### config.mk
export PLATFORM = sky130hd
export DESIGN_NAME = nvs_shadow_ctrl
export DESIGN_NICKNAME = d
export VERILOG_FILES = /design/src/rtl/nvs_pkg.sv /design/src/rtl/nvs_mem.sv /design/src/rtl/nvs_seq.sv /design/src/rtl/nvs_host.sv /design/src/rtl/nvs_shadow_ctrl.sv
export SDC_FILE = /design/constraint.sdc
export NUM_CORES = 2
export LEC_CHECK = 0
export BUFFER_PORTS_ARGS = -buffer_cell sky130_fd_sc_hd__buf_2
export CELL_PAD_IN_SITES_DETAIL_PLACEMENT = 0
export CELL_PAD_IN_SITES_GLOBAL_PLACEMENT = 1
export CORE_ASPECT_RATIO = 0.5
export CORE_UTILIZATION = 60
export CTS_CLUSTER_DIAMETER = 80
export DETAILED_ROUTE_END_ITERATION = 12
export PLACE_DENSITY_LB_ADDON = 0.1
export REMOVE_ABC_BUFFERS = 1
export SLEW_MARGIN = 40
export SYNTH_ARGS = -nofsm -noshare
export SYNTH_HDL_FRONTEND = slang
export SYNTH_SLANG_ARGS = --single-unit
### constraint.sdc
create_clock -name clk -period 48.3 [get_ports clk]
set_clock_uncertainty 0.2 [all_clocks]
set_input_delay 9.66 -clock clk [delete_from_list [all_inputs] [get_ports clk]]
set_output_delay 9.66 -clock clk [all_outputs]
set_load 0.01 [all_outputs]
### src/rtl/nvs_pkg.sv
package nvs_pkg;

    typedef enum logic [2:0] {
        PH_IDLE,
        PH_ERASE,
        PH_PROG,
        PH_CLEAR,
        PH_COPY,
        PH_SETTLE
    } phase_e;

endpackage

### src/rtl/nvs_mem.sv
module nvs_mem #(
    parameter int ADDR_W = 8,
    parameter int DATA_W = 8
) (
    input  logic              clk,
    input  logic              we,
    input  logic [ADDR_W-1:0] addr,
    input  logic [DATA_W-1:0] wdata,
    output logic [DATA_W-1:0] rdata
);
    localparam int DEPTH = 1 << ADDR_W;

    logic [DATA_W-1:0] cells_q [DEPTH];

    always_ff @(posedge clk) begin
        if (we) begin
            cells_q[addr] <= wdata;
        end
    end

    assign rdata = cells_q[addr];

endmodule

### src/rtl/nvs_seq.sv
module nvs_seq
    import nvs_pkg::*;
#(
    parameter int ADDR_W = 8,
    parameter int SETTLE = 4
) (
    input  logic              clk,
    input  logic              rst_n,
    input  logic              pwr_good,
    input  logic              sw_store,
    input  logic              sw_recall,
    input  logic              host_wr,
    output phase_e            phase,
    output logic [ADDR_W-1:0] addr,
    output logic              busy,
    output logic              modified
);
    localparam int CNT_W = (SETTLE > 1) ? $clog2(SETTLE) : 1;
    localparam logic [ADDR_W-1:0] LAST = '1;

    typedef struct packed {
        phase_e            phase;
        logic [ADDR_W-1:0] addr;
        logic [CNT_W-1:0]  cnt;
        logic              modified;
        logic              recall_pend;
        logic              auto_pend;
        logic              pg;
    } seq_t;

    seq_t seq_d, seq_q;
    logic pg_fall;

    assign pg_fall = seq_q.pg & ~pwr_good;

    always_comb begin
        seq_d    = seq_q;
        seq_d.pg = pwr_good;
        if (pg_fall) begin
            seq_d.recall_pend = 1'b1;
            if (seq_q.modified) begin
                seq_d.auto_pend = 1'b1;
            end
        end
        if (host_wr) begin
            seq_d.modified = 1'b1;
        end
        unique case (seq_q.phase)
            PH_IDLE: begin
                if (sw_store || seq_d.auto_pend) begin
                    seq_d.phase     = PH_ERASE;
                    seq_d.addr      = '0;
                    seq_d.auto_pend = 1'b0;
                end else if (sw_recall) begin
                    seq_d.phase = PH_CLEAR;
                    seq_d.addr  = '0;
                end else if (seq_q.recall_pend && pwr_good) begin
                    seq_d.phase       = PH_CLEAR;
                    seq_d.addr        = '0;
                    seq_d.recall_pend = 1'b0;
                end
            end
            PH_ERASE: begin
                seq_d.addr = seq_q.addr + 1'b1;
                if (seq_q.addr == LAST) begin
                    seq_d.phase = PH_PROG;
                end
            end
            PH_CLEAR: begin
                seq_d.addr = seq_q.addr + 1'b1;
                if (seq_q.addr == LAST) begin
                    seq_d.phase = PH_COPY;
                end
            end
            PH_PROG, PH_COPY: begin
                seq_d.addr = seq_q.addr + 1'b1;
                if (seq_q.addr == LAST) begin
                    seq_d.phase = PH_SETTLE;
                    seq_d.cnt   = CNT_W'(SETTLE - 1);
                end
            end
            PH_SETTLE: begin
                if (seq_q.cnt == '0) begin
                    seq_d.phase    = PH_IDLE;
                    seq_d.modified = 1'b0;
                end else begin
                    seq_d.cnt = seq_q.cnt - 1'b1;
                end
            end
            default: seq_d.phase = PH_IDLE;
        endcase
    end

    always_ff @(posedge clk or negedge rst_n) begin
        if (!rst_n) begin
            seq_q             <= '0;
            seq_q.phase       <= PH_IDLE;
            seq_q.recall_pend <= 1'b1;
        end else begin
            seq_q <= seq_d;
        end
    end

    assign phase    = seq_q.phase;
    assign addr     = seq_q.addr;
    assign busy     = (seq_q.phase != PH_IDLE);
    assign modified = seq_q.modified;

    // accepted write marks the RAM modified
    a_r1_write_sets_modified: assert property (@(posedge clk) disable iff (!rst_n)
        host_wr |=> modified);

    // end of a transfer clears the flag
    a_r1_done_clears_modified: assert property (@(posedge clk) disable iff (!rst_n)
        (seq_q.phase == PH_SETTLE && seq_q.cnt == '0) |=> !modified);

    // programming only follows erasing
    a_r4_prog_after_erase: assert property (@(posedge clk) disable iff (!rst_n)
        (seq_q.phase == PH_PROG && $past(seq_q.phase) != PH_PROG)
            |-> $past(seq_q.phase) == PH_ERASE);

    // copying only follows clearing
    a_r5_copy_after_clear: assert property (@(posedge clk) disable iff (!rst_n)
        (seq_q.phase == PH_COPY && $past(seq_q.phase) != PH_COPY)
            |-> $past(seq_q.phase) == PH_CLEAR);

    // power drop with a clean RAM never starts an erase
    a_r2_clean_drop_no_store: assert property (@(posedge clk) disable iff (!rst_n)
        (seq_q.phase == PH_IDLE && pg_fall && !seq_q.modified
            && !seq_q.auto_pend && !sw_store) |=> seq_q.phase != PH_ERASE);

    // joint request resolves to a store
    a_r9_store_wins: assert property (@(posedge clk) disable iff (!rst_n)
        (seq_q.phase == PH_IDLE && sw_store && sw_recall) |=> seq_q.phase == PH_ERASE);

endmodule

### src/rtl/nvs_host.sv
module nvs_host #(
    parameter int DATA_W = 8
) (
    input  logic              clk,
    input  logic              rst_n,
    input  logic              busy,
    input  logic              host_en,
    input  logic              host_we,
    input  logic [DATA_W-1:0] ram_rdata,
    output logic              host_wr,
    output logic [DATA_W-1:0] host_rdata,
    output logic              host_rvalid
);
    typedef struct packed {
        logic              rvalid;
        logic [DATA_W-1:0] rdata;
    } port_t;

    port_t port_d, port_q;

    assign host_wr = host_en & host_we & ~busy;

    always_comb begin
        port_d        = port_q;
        port_d.rvalid = host_en & ~host_we & ~busy;
        port_d.rdata  = port_d.rvalid ? ram_rdata : '0;
    end

    always_ff @(posedge clk or negedge rst_n) begin
        if (!rst_n) begin
            port_q <= '0;
        end else begin
            port_q <= port_d;
        end
    end

    assign host_rdata  = port_q.rdata;
    assign host_rvalid = port_q.rvalid;

    // no read completes from a busy cycle
    a_r6_no_read_while_busy: assert property (@(posedge clk) disable iff (!rst_n)
        busy |=> !host_rvalid);

    // invalid read cycles carry zero data
    a_r6_zero_when_invalid: assert property (@(posedge clk) disable iff (!rst_n)
        !host_rvalid |-> host_rdata == '0);

endmodule

### src/rtl/nvs_shadow_ctrl.sv
module nvs_shadow_ctrl
    import nvs_pkg::*;
#(
    parameter int ADDR_W = 8,
    parameter int DATA_W = 8,
    parameter int SETTLE = 4
) (
    input  logic              clk,
    input  logic              rst_n,
    input  logic              pwr_good,
    input  logic              sw_store,
    input  logic              sw_recall,
    input  logic              host_en,
    input  logic              host_we,
    input  logic [ADDR_W-1:0] host_addr,
    input  logic [DATA_W-1:0] host_wdata,
    output logic [DATA_W-1:0] host_rdata,
    output logic              host_rvalid,
    output logic              busy,
    output logic              modified
);
    localparam logic [DATA_W-1:0] ERASED = '1;

    phase_e            phase;
    logic [ADDR_W-1:0] seq_addr;
    logic              host_wr;

    logic              work_we, shd_we;
    logic [ADDR_W-1:0] work_addr;
    logic [DATA_W-1:0] work_wdata, work_rdata;
    logic [DATA_W-1:0] shd_wdata, shd_rdata;

    nvs_seq #(.ADDR_W(ADDR_W), .SETTLE(SETTLE)) i_seq (
        .clk       (clk),
        .rst_n     (rst_n),
        .pwr_good  (pwr_good),
        .sw_store  (sw_store),
        .sw_recall (sw_recall),
        .host_wr   (host_wr),
        .phase     (phase),
        .addr      (seq_addr),
        .busy      (busy),
        .modified  (modified)
    );

    nvs_host #(.DATA_W(DATA_W)) i_host (
        .clk         (clk),
        .rst_n       (rst_n),
        .busy        (busy),
        .host_en     (host_en),
        .host_we     (host_we),
        .ram_rdata   (work_rdata),
        .host_wr     (host_wr),
        .host_rdata  (host_rdata),
        .host_rvalid (host_rvalid)
    );

    always_comb begin
        work_we    = host_wr || phase == PH_CLEAR || phase == PH_COPY;
        work_addr  = busy ? seq_addr : host_addr;
        unique case (phase)
            PH_CLEAR: work_wdata = '0;
            PH_COPY:  work_wdata = shd_rdata;
            default:  work_wdata = host_wdata;
        endcase
        shd_we    = (phase == PH_ERASE) || (phase == PH_PROG);
        shd_wdata = (phase == PH_PROG) ? work_rdata : ERASED;
    end

    nvs_mem #(.ADDR_W(ADDR_W), .DATA_W(DATA_W)) i_work (
        .clk   (clk),
        .we    (work_we),
        .addr  (work_addr),
        .wdata (work_wdata),
        .rdata (work_rdata)
    );

    nvs_mem #(.ADDR_W(ADDR_W), .DATA_W(DATA_W)) i_shadow (
        .clk   (clk),
        .we    (shd_we),
        .addr  (seq_addr),
        .wdata (shd_wdata),
        .rdata (shd_rdata)
    );

    // writes to the working array while busy come only from the sequencer
    a_r6_host_locked_out: assert property (@(posedge clk) disable iff (!rst_n)
        busy |-> !host_wr);

endmodule

# Word-level counts from Yosys, hierarchy flattened

Memories as Yosys holds them, arrays and structs flattened.
Index checks and enable logic that the tools add are counted.

Latch bits: 0
Flip-flop bits (word level): 26
Input port bits: 23
Memories kept: 2
Memory bits (writable): 4,096
Word-level logic and storage cells: 78
Memory bits (read-only): 0

Memory list:

| memory           | depth | bits a word | rd ports | clocked after Yosys merged registers in | wr ports | line          | text |
|---|---|---|---|---|---|---|---|
| i_shadow.cells_q | 256   | 8           | 1        | 0                                       | 1        | nvs_mem.sv:13 | `logic [DATA_W-1:0] cells_q [DEPTH];` |
| i_work.cells_q   | 256   | 8           | 1        | 0                                       | 1        | nvs_mem.sv:13 |  |

Muxes and demuxes: 30
Add/sub/neg operators: 2
Shift operators: 0
Bitwise logic cells: 8
$lt $le $gt $ge: 0
Div/mod/pow operators: 0
Multiply operators: 0
Reductions and logical operators: 15
Equal/unequal tests: 12

Operator list:

| kind                  | number |
|---|---|
| $mux W11              | 3 |
| $pmux W8 S2           | 2 |
| $mux W8               | 3 |
| $pmux W3 S5           | 1 |
| $mux W1               | 12 |
| $mux W3               | 4 |
| $add A8 B1 Y8 const B | 1 |
| $eq A8 B8 Y1 const B  | 1 |
| $mux W2               | 4 |
| $ne A2 B1 Y1 const B  | 4 |
| $eq A3 B2 Y1 const B  | 2 |
| $eq A3 B3 Y1 const B  | 2 |
| $and A1 B1 Y1         | 5 |
| $reduce_and A5 Y1     | 1 |
| $logic_or A1 B1 Y1    | 4 |
| $ne A4 B2 Y1 const B  | 1 |
| $pmux W2 S2           | 1 |
| $reduce_bool A2 Y1    | 2 |
| $reduce_or A4 Y1      | 1 |
| $eq A3 B1 Y1 const B  | 1 |
| $logic_not A3 Y1      | 1 |
| $not A1 Y1            | 3 |
| $reduce_and A3 Y1     | 1 |
| $reduce_bool A3 Y1    | 1 |
| other kinds (6)       | 6 |

# Depth between registers and ports, before layout

Word-level depth: 7
Depth in mapped cells: 14

# By module

A second synthesis with hierarchy kept.

Cells, all modules: 7,266
Area total of the unflattened synthesis: 158,423.2 sq um

Modules (own cells, without submodules):

| module          | times used | sequential area each (sq um) | area each (sq um) | cells each |
|---|---|---|---|---|
| nvs_mem         | 2          | 61,499.0                     | 78,332.6          | 3,539 |
| nvs_seq         | 1          | 426.7                        | 1,013.5           | 108 |
| nvs_shadow_ctrl | 1          | 0.0                          | 401.6             | 61 |
| nvs_host        | 1          | 225.2                        | 342.8             | 19 |

# Worst setup path after synthesis

OpenSTA, ideal clock, no wires.

Path kind: in2reg
From: input host_wdata[2]
To: memory i_work.cells_q[0][2] (data pin)
Setup slack: 25,758 ps
Arrival time: 20,095 ps
Stages on the path: 2
Setup time: 2,247 ps
Buffers on the path: 0
Data required time: 45,853 ps
Cell sequence: nor2_1 -> a211oi_1

Longest elaborated chain between the ends: 1

Ends and longest elaborated chain:

| item                      | line                  | text |
|---|---|---|
| start: declaration        | nvs_shadow_ctrl.sv:16 | `input logic [DATA_W-1:0] host_wdata,` |
| $pmux W8 S2               | nvs_shadow_ctrl.sv:61 | `unique case (phase)` |
| named net i_work.wdata[2] | nvs_mem.sv:8          | `input logic [DATA_W-1:0] wdata,` |
| end: declaration          | nvs_mem.sv:13         |  |

The timed path passes the listed nets, and every way through them passes these cells.

# Worst setup path in the final report

From: input host_addr[0]
To: memory i_shadow.cells_q[15][1] (data pin)

Longest elaborated chain between the ends: 3

Ends and longest elaborated chain:

| item                        | line                  | text |
|---|---|---|
| start: declaration          | nvs_shadow_ctrl.sv:15 | `input logic [ADDR_W-1:0] host_addr,` |
| $mux W8                     | nvs_shadow_ctrl.sv:60 | `work_addr = busy ? seq_addr : host_addr;` |
| $mem_v2 Z256 W8             | -                     |  |
| $mux W8                     | nvs_shadow_ctrl.sv:67 | `shd_wdata = (phase == PH_PROG) ? work_rdata : ERASED;` |
| named net i_shadow.wdata[1] | nvs_mem.sv:8          |  |
| end: declaration            | nvs_mem.sv:13         |  |

The timed path passes the listed nets, and every way through them passes these cells.

==> run metrics <==
DRT Pass-1 Iters 7; hold_buf cts 0; dpl ws 31.39 ns; Avg Cell Area, Syn 18.47 µm²; root buffer cell clkbuf_16; Wirelength per Cell 33.73 µm; first-pass GRT wire length 621,800 µm; Max clock buf depth 4; largest family of logic cells by synthesized area multiplexers; largest net degree at the start of global routing 166; Area growth syn-to-layout 10.14%; Core ar. 272,100 µm²; Worst EP arrival 16.55 ns; clock sink total 4,122; Synth Area in Compound Gates 5.914%; slew margin rel. 37.83%; Switching Fraction 33.98%; PwrDens 59.93 nW/µm²; synth warn 0; Post-CTS Setup Bufs 0; design area 181,900 µm²; Post-Synth Simple-Gate Area 3.558%; IO buf count 33; commonest non-fill, non-tap cell in the layout edfxtp_1; slowest cell on the critical path buf_4; Starting DRT DRC Count 11,540; main flop type after synthesis edfxtp_1; PostCTS Resize Cnt 0; grt ovf 0; max-cap viol count 0; Gate power share 32.2%; crit path kind input pin to register; TNS Setup 0 ns; crit path max fanout 128; post-synthesis cell type count 71; top cell type's share of synthesized area 74.49%; H-Tree Level Count 5; P_sw 3.704 mW; Worst VDD drop 0.05912 mV; CTS tree built; Post-Syn Instances 8,941; Post-synth EDFFs 4,096; post-layout min period 16.27 ns; max-slew violations 0; leakage power 55.53 nW; DRT antenna net count 0; CP Data Required Time 48.58 ns; TritonCTS Buffers 349; Fill cells 17,590; antenna violations before repair 15; die width 743.9 µm; Async S/R FF share, synth 0.6308%; Clock Power Share 26.2%; die height 372.9 µm; GP Congestion 0.8342; FP Rows 135; CTS clock-pin slew for the worst setup and hold paths 0.06 ns; Synth Area in XOR/XNOR 0.005304%; crit share post-route 33.68%; synthesized flop and latch total 4,122; Mapped Area 165,100 µm²; CP Capture Type register; Hold Path Class register to register; routed vias 88,320; DR vias/cell 6.902; final hold violation count 0; Max Freq 0.06146 GHz; crit-path cells buf_4, nor4b_4, buf_4, nor2_4, buf_12, buf_4, buf_4, mux2i_1, o32ai_1, or4_1, a2111oi_1, buf_4, nand4_1, nand2b_4, buf_4, clkbuf_8; most used cell along the critical path buf_4; final setup vio count 0; residual DRC count 0; startpoint types input pin; status finished clean; Seq pwr share 41.7%; Slew @ Worst Pin 0.9270 ns; # IOs 34; biggest area contributors in the synthesized netlist edfxtp_1, mux4_2, mux2i_1, a211oi_1, mux2_2; Layout Nets 8,918; most frequent cells in the layout edfxtp_1, mux4_2, mux2i_1, nand3_1, clkbuf_16; number of global-route vias before repair 85,070; Synth area leader edfxtp_1; die area 277,400 µm²; mux cell area share after synthesis 13.73%; Seq/Total Area, Yosys 74.88%; Initial Util 60.68%; Critical Path Max Stage Delay 0.70 ns; Internal 7.195 mW; layout cells sized above 1 22.53%; unrepaired setup endpoints after global routing no; clk_lat worst skew 0.94 ns; final setup margin 32.03 ns; Post-Synth Adder-Cell Area 0.03789%; post-placement cell area 170,100 µm²; post-DP HPWL 254,600 µm; gr usage total 30.99%; WL final 431,500 µm
[stage by stage]
| step | power [mW] | cells | hold slack (ns) | util, % |
|---|---|---|---|---|
| final | 10.90 | 12800 | 0.2855 | 66.83 |
| after global routing | 11.20 | 12790 | 0.3400 | 66.83 |
| after CTS | 10.87 | 12780 | 0.2870 | 66.63 |
| after detailed placement | 8.072 | 12160 | 0.2778 | 62.52 |
| after global placement | 7.993 | 12150 | 0.2648 | 62.16 |
| after floorplan | 7.941 | 8250 | 0.2577 | - |
[worst max-delay path, delay by kind of cell]
family | cells | cell delay (ns)
buf+inv | 8 | 3.62
simple gates | 5 | 2.05
compound gates | 2 | 0.53
mux | 1 | 0.27
[logic make-up (layout without fill, tap and decap cells)]
logic type,Yosys count,after routing
AOI/OAI and AO/OA,1419,1419
xor gates and xnor gates,1,1
adders and majority gates,5,5
buffers and inverters,697,917
DFF,4122,4122
muxes,1421,1421
other,0,4
and+or+nand+nor,1276,1276
[routing by layer]
layer / part of all wire, % / GRT usage (%) / vias to the layer above
met5: 0.016 / 0 / -
li1: - / - / 36710
met3: 9.5 / 6.103 / 646
met2: 47 / 47.11 / 4512
met4: 2.9 / 8.508 / 10
met1: 41 / 46.62 / 46440
[power by group through the flow]
stage | Sequential [mW] | Clock [mW] | Combinational, mW
after global placement | 4.63 | 0 | 3.37
final | 4.54 | 2.85 | 3.50
after detailed placement | 4.62 | 0 | 3.45
after global routing | 4.54 | 3.00 | 3.66
after floorplan | 5.00 | 0 | 2.94
after CTS | 4.54 | 2.87 | 3.45
[worst paths after layout]
path / startpoint / endpoint / slack, ns / cells after the start
worst max-delay path: host_addr[0] / i_shadow.cells_q[15][1]$_DFFE_PP_ / 32.03 / 16
worst min-delay path: i_seq.seq_q[2]$_DFF_PN1_ / i_seq.seq_q[2]$_DFF_PN1_ / 0.29 / 2
worst max register to register: i_seq.addr[1]$_DFFE_PN0P_ / i_work.cells_q[168][5]$_DFFE_PP_ / 39.53 / 15
worst min register to register: i_seq.seq_q[2]$_DFF_PN1_ / i_seq.seq_q[2]$_DFF_PN1_ / 0.29 / 2
max in group asynchronous: rst_n / i_seq.addr[0]$_DFFE_PN0P_ / 39.01 / 1
min in group asynchronous: rst_n / i_seq.seq_q[1]$_DFF_PN0_ / 8.48 / 1
[registers in the layout, indices dropped and copies added, names as in the netlist]
signal and flops:
i_shadow.cells_q 2048, i_host.host_rvalid 1, i_host.host_rdata 8, i_seq.seq_q 5, i_seq.phase 3, i_work.cells_q 2048
i_seq.modified 1, i_seq.addr 8
[layout make-up]
class	count	area [µm²]	share of cell area, %
flip-flops and latches	4122	123700	68.00
clock buffers	427	9258	5.090
diodes	4	10.01	0.005504
inverters	6	25.02	0.01376
multi-input cells	4122	39790	21.88
clock inverters	195	1927	1.060
repair buffers	289	2643	1.453
well taps	3630	4542	2.497
[cells in the mapped netlist (29+ instances only)]
master,n
edfxtp_1,4096
mux4_2,645
nor2_1,561
mux2i_1,505
clkbuf_1,425
nand3_1,391
o21ai_0,357
a211oi_1,354
mux2_2,229
buf_2,166
nand2_1,130
a2111oi_0,127
o22ai_1,109
a21oi_1,99
a22oi_1,73
a31oi_1,59
o22a_1,55
buf_1,46
o32ai_1,46
mux2_1,39
buf_4,37
nand4_1,36
o221ai_1,32
nand2b_1,29
(Power assumes the default switching activity.)
